## src/rtl/can_irq_pkg.sv

```systemverilog
package can_irq_pkg;

    typedef enum logic [1:0] {
        RX_IDLE  = 2'd0,
        RX_FULL  = 2'd1,
        RX_SHIFT = 2'd2
    } rx_state_e;

    typedef enum logic [1:0] {
        BS_OK   = 2'b00,
        BS_WARN = 2'b01,
        BS_ERR  = 2'b10,
        BS_OFF  = 2'b11
    } bus_state_e;

endpackage

```

## src/rtl/can_bus_state.sv

```systemverilog
module can_bus_state
    import can_irq_pkg::*;
#(
    parameter int CNT_W   = 9,
    parameter int WARN_AT = 96,
    parameter int ERR_AT  = 128,
    parameter int OFF_AT  = 256,
    parameter bit HAS_OFF = 1'b1
) (
    input  logic             clk,
    input  logic             rst,
    input  logic [CNT_W-1:0] cnt_i,
    output logic [1:0]       code_o,
    output logic             chg_o
);
    localparam logic [CNT_W-1:0] WARN_V = CNT_W'(WARN_AT);
    localparam logic [CNT_W-1:0] ERR_V  = CNT_W'(ERR_AT);
    localparam logic [CNT_W-1:0] OFF_V  = CNT_W'(OFF_AT);

    bus_state_e code_d, code_q;
    logic       above_off;

    generate
        if (HAS_OFF) begin : g_off
            assign above_off = (cnt_i >= OFF_V);
        end else begin : g_no_off
            assign above_off = 1'b0;
        end
    endgenerate

    always_comb begin
        if (above_off)             code_d = BS_OFF;
        else if (cnt_i >= ERR_V)   code_d = BS_ERR;
        else if (cnt_i >= WARN_V)  code_d = BS_WARN;
        else                       code_d = BS_OK;
    end

    always_ff @(posedge clk) begin
        if (rst) code_q <= BS_OK;
        else     code_q <= code_d;
    end

    always_comb begin
        code_o = code_q;
        chg_o  = (code_d != code_q);
    end


    low_range_chk: assert property (@(posedge clk) disable iff (rst)
        (cnt_i < WARN_V) |=> (code_q == BS_OK));

    warn_range_chk: assert property (@(posedge clk) disable iff (rst)
        (cnt_i >= WARN_V && cnt_i < ERR_V) |=> (code_q == BS_WARN));

endmodule

```

## src/rtl/can_rx_flag_fsm.sv

```systemverilog
module can_rx_flag_fsm
    import can_irq_pkg::*;
#(
    parameter int OCC_W = 3
) (
    input  logic             clk,
    input  logic             rst,
    input  logic             eof_i,
    input  logic             clr_i,
    input  logic [OCC_W-1:0] occ_i,
    output logic             flag_o
);
    localparam logic [OCC_W-1:0] ONE = OCC_W'(1);

    rx_state_e state_q, state_d;
    logic      more_queued;

    assign more_queued = (occ_i > ONE);

    always_ff @(posedge clk) begin
        if (rst) state_q <= RX_IDLE;
        else     state_q <= state_d;
    end

    always_comb begin
        state_d = state_q;
        unique case (state_q)
            RX_IDLE:  if (eof_i) state_d = RX_FULL;
            RX_FULL: begin
                if (!eof_i && clr_i) state_d = more_queued ? RX_SHIFT : RX_IDLE;
            end
            RX_SHIFT: state_d = RX_FULL;
            default:  state_d = RX_IDLE;
        endcase
    end

    always_comb begin
        flag_o = (state_q == RX_FULL);
    end


    eof_sets_chk: assert property (@(posedge clk) disable iff (rst)
        eof_i |=> flag_o);

    rearm_drop_chk: assert property (@(posedge clk) disable iff (rst)
        (flag_o && clr_i && !eof_i && more_queued) |=> (state_q == RX_SHIFT));

    rearm_rise_chk: assert property (@(posedge clk) disable iff (rst)
        (state_q == RX_SHIFT) |=> flag_o);

endmodule

```

## src/rtl/can_w1c_flags.sv

```systemverilog
module can_w1c_flags #(
    parameter int N = 6
) (
    input  logic         clk,
    input  logic         rst,
    input  logic [N-1:0] set_i,
    input  logic [N-1:0] clr_i,
    output logic [N-1:0] q_o
);
    generate
        for (genvar i = 0; i < N; i++) begin : g_bit
            always_ff @(posedge clk) begin
                if (rst)           q_o[i] <= 1'b0;
                else if (set_i[i]) q_o[i] <= 1'b1;
                else if (clr_i[i]) q_o[i] <= 1'b0;
            end


            set_wins_chk: assert property (@(posedge clk) disable iff (rst)
                set_i[i] |=> q_o[i]);

            clear_takes_chk: assert property (@(posedge clk) disable iff (rst)
                (clr_i[i] && !set_i[i]) |=> !q_o[i]);
        end
    endgenerate

endmodule

```

## src/rtl/can_irq_unit.sv

```systemverilog
module can_irq_unit
    import can_irq_pkg::*;
#(
    parameter int NUM_TX     = 3,
    parameter int CNT_W      = 9,
    parameter int FIFO_DEPTH = 5,
    localparam int NFLAG     = NUM_TX + 4,
    localparam int OCC_W     = $clog2(FIFO_DEPTH + 1)
) (
    input  logic              clk,
    input  logic              rst,
    input  logic [NUM_TX-1:0] tx_empty_i,
    input  logic              rx_eof_i,
    input  logic [OCC_W-1:0]  rx_occ_i,
    input  logic              sleep_i,
    input  logic              bus_act_i,
    input  logic              rx_ovr_i,
    input  logic [CNT_W-1:0]  tx_err_cnt_i,
    input  logic [CNT_W-1:0]  rx_err_cnt_i,
    input  logic              ien_we_i,
    input  logic [NFLAG:0]    ien_wdata_i,
    input  logic [NFLAG-1:0]  flag_clr_i,
    output logic [NFLAG-1:0]  flags_o,
    output logic [1:0]        tx_state_o,
    output logic [1:0]        rx_state_o,
    output logic              irq_tx_o,
    output logic              irq_rx_o,
    output logic              irq_wake_o,
    output logic              irq_err_o
);
    localparam int RX_B  = NUM_TX;
    localparam int WK_B  = NUM_TX + 1;
    localparam int CSC_B = NUM_TX + 2;
    localparam int OVR_B = NUM_TX + 3;
    localparam int WKE_B = NFLAG;
    localparam int NOTH  = NUM_TX + 3;

    logic [NFLAG:0]   ien_q;
    logic             tx_chg, rx_chg, rx_flag;
    logic [NOTH-1:0]  oth_set, oth_clr, oth_q;
    logic [NFLAG-1:0] masked;

    always_ff @(posedge clk) begin
        if (rst)           ien_q <= '0;
        else if (ien_we_i) ien_q <= ien_wdata_i;
    end

    can_bus_state #(.CNT_W(CNT_W), .HAS_OFF(1'b1)) u_tx_state (
        .clk(clk), .rst(rst), .cnt_i(tx_err_cnt_i),
        .code_o(tx_state_o), .chg_o(tx_chg)
    );

    can_bus_state #(.CNT_W(CNT_W), .HAS_OFF(1'b0)) u_rx_state (
        .clk(clk), .rst(rst), .cnt_i(rx_err_cnt_i),
        .code_o(rx_state_o), .chg_o(rx_chg)
    );

    can_rx_flag_fsm #(.OCC_W(OCC_W)) u_rx_fsm (
        .clk(clk), .rst(rst), .eof_i(rx_eof_i),
        .clr_i(flag_clr_i[RX_B]), .occ_i(rx_occ_i), .flag_o(rx_flag)
    );

    always_comb begin
        oth_set = {rx_ovr_i, tx_chg | rx_chg,
                   sleep_i & bus_act_i & ien_q[WKE_B], tx_empty_i};
        oth_clr = {flag_clr_i[OVR_B], flag_clr_i[CSC_B],
                   flag_clr_i[WK_B], flag_clr_i[NUM_TX-1:0]};
    end

    can_w1c_flags #(.N(NOTH)) u_flags (
        .clk(clk), .rst(rst), .set_i(oth_set), .clr_i(oth_clr), .q_o(oth_q)
    );

    always_comb begin
        flags_o    = {oth_q[NOTH-1:NUM_TX], rx_flag, oth_q[NUM_TX-1:0]};
        masked     = flags_o & ien_q[NFLAG-1:0];
        irq_tx_o   = |masked[NUM_TX-1:0];
        irq_rx_o   = masked[RX_B];
        irq_wake_o = masked[WK_B];
        irq_err_o  = masked[CSC_B] | masked[OVR_B];
    end


    reset_state_chk: assert property (@(posedge clk)
        $past(rst) |-> (flags_o == '0 && tx_state_o == 2'b00 && rx_state_o == 2'b00
                        && !irq_tx_o && !irq_rx_o && !irq_wake_o && !irq_err_o));

    wake_gate_chk: assert property (@(posedge clk) disable iff (rst)
        $rose(flags_o[WK_B]) |-> $past(sleep_i && bus_act_i && ien_q[WKE_B]));

    status_change_chk: assert property (@(posedge clk) disable iff (rst)
        (!$stable(tx_state_o) || !$stable(rx_state_o)) |-> flags_o[CSC_B]);

    overrun_chk: assert property (@(posedge clk) disable iff (rst)
        rx_ovr_i |=> flags_o[OVR_B]);

endmodule

```

## config.mk

```make
export PLATFORM = sky130hd
export DESIGN_NAME = can_irq_unit
export DESIGN_NICKNAME = d
export VERILOG_FILES = /design/src/rtl/can_irq_pkg.sv /design/src/rtl/can_bus_state.sv /design/src/rtl/can_rx_flag_fsm.sv /design/src/rtl/can_w1c_flags.sv /design/src/rtl/can_irq_unit.sv
export SDC_FILE = /design/constraint.sdc
export NUM_CORES = 1
export LEC_CHECK = 0
export ABC_CLOCK_PERIOD_IN_PS = 2400
export BUFFER_PORTS_ARGS = -buffer_cell sky130_fd_sc_hd__buf_4
export CELL_PAD_IN_SITES_DETAIL_PLACEMENT = 0
export CELL_PAD_IN_SITES_GLOBAL_PLACEMENT = 2
export CORE_ASPECT_RATIO = 0.6
export CORE_MARGIN = 2
export CORE_UTILIZATION = 21
export CTS_CLUSTER_DIAMETER = 80
export CTS_CLUSTER_SIZE = 14
export DETAILED_ROUTE_END_ITERATION = 12
export PLACE_DENSITY = 0.85
export SYNTH_ARGS = -nofsm -noshare
export SYNTH_HDL_FRONTEND = slang
export SYNTH_SLANG_ARGS = --single-unit
```

## constraint.sdc

```tcl
create_clock -name clk -period 2.4 [get_ports clk]
set_input_delay 0.48 -clock clk [delete_from_list [all_inputs] [get_ports clk]]
set_output_delay 0.48 -clock clk [all_outputs]
set_load 0.01 [all_outputs]
```

==> run summary <==
The run finished with clean final reports. Pin placement for this block handled 61 I/O pins. The cts-stage hold buffer count came out at 0. The die is 83.7 µm wide.

The clock period minus final worst setup slack is between 1500 and 2000 ps. The internal reg-to-reg setup slack is ~1200 ps. The total negative slack came out at 0 ps. The number of warning messages in the yosys log is 0. The maximum count of clock buffers along a single path came out at 2.

The total clock sinks is 20. The post-synthesis cell count is 89. The antenna cell count is 0. The global-route congestion overflow total came out at 0. The power density over the cells came out at roughly 640 nW/µm². The worst max-slew margin expressed relative to the limit came out at 0.831. The mean instance size in the synthesized netlist came out at 9.00 µm².

The master of the slowest instance on the critical path is dfxtp_1. In the global route stage, overall resource usage came out at 0.0882. Data arrives at the worst endpoint at 1100 ps.

Among cell families on the critical path, the largest total delay comes from flip-flops. For the worst-skew pair, the clock arrives at the later sink with an insertion delay of 260 ps. The height of the die is 51.8 µm. The cell at the root of the clock tree is clkbuf_8. The switching power share of the total came out at 0.204.

The cell type with the largest total area after synthesis is dfxtp_1. The critical path contains buffers and inverters numbering 2 combined. The number of setup violations in the final report is 0. The non-filler instance count after layout is roughly 190. The final layout contains 185 nets.

The pre-CTS setup slack is roughly 1100 ps. The maximum clock frequency is 0.632 GHz. STA classifies the critical path endpoint as an output pin. Of the post-synthesis cell area, the dominant cell type holds 0.500.

In this run the worst hold path is classified as in -> reg. The number of buffers inserted during clock tree synthesis is 3. In the post-synthesis netlist, the biggest area contributors are dfxtp_1 (50%), mux2i_1 (10%), nor2_1 (8.4%), a21oi_1 (4.4%), inv_1 (4.2%). The worst path required time is between 1500 and 2000 ps.

The number of global-route vias before repair came out at roughly 670. The core region is 3660 µm². The combinational group share of total power is 0.149. In this run the cell area of the synthesized design comes to between 800 and 900 µm². Setup repair after global routing left no endpoint under its margin.

The largest net degree at the start of global routing is 21. The number of levels in the clock H-tree came out at 1. The biggest cell delay along the critical path is 320 ps. The total of flip-flops plus latches after synthesis came out at 20. The die covers 4340 µm². The max-slew violation total from the final report was 0.

The first detailed-routing pass ran for 4 iterations. Routability-driven placement finished with a final weighted congestion of 0.749. The power after layout came out at 814 µW. After clock tree synthesis, the setup repair step added 0 buffers. By startpoint and endpoint, the worst setup path is classified as reg -> out. Row generation in the floorplan step produced 17 rows.

Traced cell by cell, the critical path runs through a222oi_1 -> inv_1 -> buf_4. The total leakage power is slightly above 0.6 nW. The design internal power came out at 648 µW.

STA classifies the critical path startpoint as a register. The final setup slack of the worst path is 818 ps. The remaining routing DRC violations is 0. TritonCTS built the clock tree. The final count of hold timing violations came out at 0. The proportion of synthesized chip area in sequential cells is 0.500. The via count is around 800. The detailed placer's ending HPWL came out at 1.60 mm. The switching power came out at 166 µW. VDD sags by at most 236 µV.

The number of vias per cell after detailed routing is 4.20. The initial antenna violation count came to 0. The detail route stage leaves a number of antenna-violating nets equal to 0. The final clock period utilization by the worst path came out at 0.659.

The clock tree skew after final layout came out at around 6.7 ps. Of the cells placed in the final design, the portion with a size suffix greater than 1 is 0.391. The final hold slack came out at slightly below 400 ps. The sequential share of power came out at 0.448. The share of total power dissipated in the clock network is 0.403. The effective utilization at floorplan is 0.219. The global-route wire length before repair came out at 2.95 mm. The initial detailed-routing violation count came out at 12.

The biggest fanout along the worst timing path came out at 2. At the pin with the least slew margin, the transition time is between 200 and 300 ps. Measured on the finished design, the core utilization comes to 0.350. The post-cts repair resize count came out at 0. The number of I/O port buffers is 49.

The mean routed wirelength per cell came out at 10.8 µm. The number of nets in the synthesized netlist came out at around 140. After detailed placement, the total cell area comes to 1210 µm². The max-capacitance violation count came out at 0.

The clock transition at the registers of the reported paths is ~70 ps. The post-detailed-routing wire length came out at ~2.0 mm. The total non-filler cell area in the finished layout is 1280 µm².

The area growth from synthesis to layout is 59.7%. The instance count after placement with tap cells included came out at approximately 180. Yosys mapped the design onto 26 distinct sky130hd cell types.
-- per-layer routing --
metal  vias to the layer above  GRT usage  wire, µm  part of all wire
met1                       350      0.108       961              0.48
met3                         2     0.0508       169             0.085
met2                        29      0.137       851              0.43
li1                        396          -         -                 -
met5                         -          0         0                 0
met4                         0     0.0161        13            0.0065
-- path summary, 6_finish.rpt --
check                              startpoint                                to  depth (start not counted)
max                     ien_q[0]$_SDFFE_PP0P_                          irq_tx_o                          3
min reg2reg  u_rx_fsm.state_q[0]$_SDFFE_PP0P_  u_rx_fsm.state_q[0]$_SDFFE_PP0P_                          1
max reg2reg   u_tx_state.code_o[0]$_SDFF_PP0_       u_flags.q_o[4]$_SDFFE_PP0P_                          4
min                                  rx_eof_i  u_rx_fsm.state_q[1]$_SDFFE_PP0P_                          2
-- placed cells by master (no fill, tap or decap), drive strengths merged, types with 2 or more instances in the layout --
cell / instances
mux2i: 8
a21oi: 7
dfxtp: 20
clkbuf: 3
o21ai: 3
nand2b: 2
nor2: 18
buf: 49
and2: 3
a221oi: 2
inv: 9
-- sequential cells by signal, summed over array words and instances, names as in the netlist --
name and count:
u_rx_state.code_o 2, ien_q 8, u_flags.q_o 6, u_rx_fsm.state_q 2
u_tx_state.code_o 2
-- power groups by stage --
| stage | Combinational (mW) | Sequential [mW] | Clock [mW] |
|---|---|---|---|
| after CTS | 0.124 | 0.365 | 0.338 |
| after global placement | 0.121 | 0.372 | 0 |
| after global routing | 0.134 | 0.367 | 0.351 |
| final | 0.122 | 0.365 | 0.328 |
| after detailed placement | 0.123 | 0.373 | 0 |
| after floorplan | 0.0489 | 0.374 | 0 |
-- cells by family after synthesis --
kind of cell / Yosys count / synth area share
AOI/OAI and AO/OA: 17 / 0.136
xor gates and xnor gates: 1 / 0.0109
buffers and inverters: 13 / 0.0672
DFF: 20 / 0.500
muxes: 9 / 0.119
and+or+nand+nor: 29 / 0.167
-- layout make-up --
class | count | area, µm²
clock inverter | 1 | 30.0
inverter | 9 | 33.8
multi-input combinational | 56 | 347
fill | 396 | 2380
sequential | 20 | 400
tap | 47 | 58.8
clock buffer | 3 | 41.3
timing repair buffer | 49 | 368
-- synthesized netlist by cell type (all sizes together) --
cell type	n
a21oi	7
xnor2	1
o21ai	3
nor3	1
inv	9
nor4b	1
nor2b	1
buf	2
nand2	1
mux2i	8
clkbuf	2
nor2	18
a22oi	1
a222oi	1
mux2	1
a32oi	1
a22o	1
a221oi	2
a31oi	1
and2	3
nor4	1
dfxtp	20
nand2b	2
nand3	1
Power figures use the tool's default switching activity.
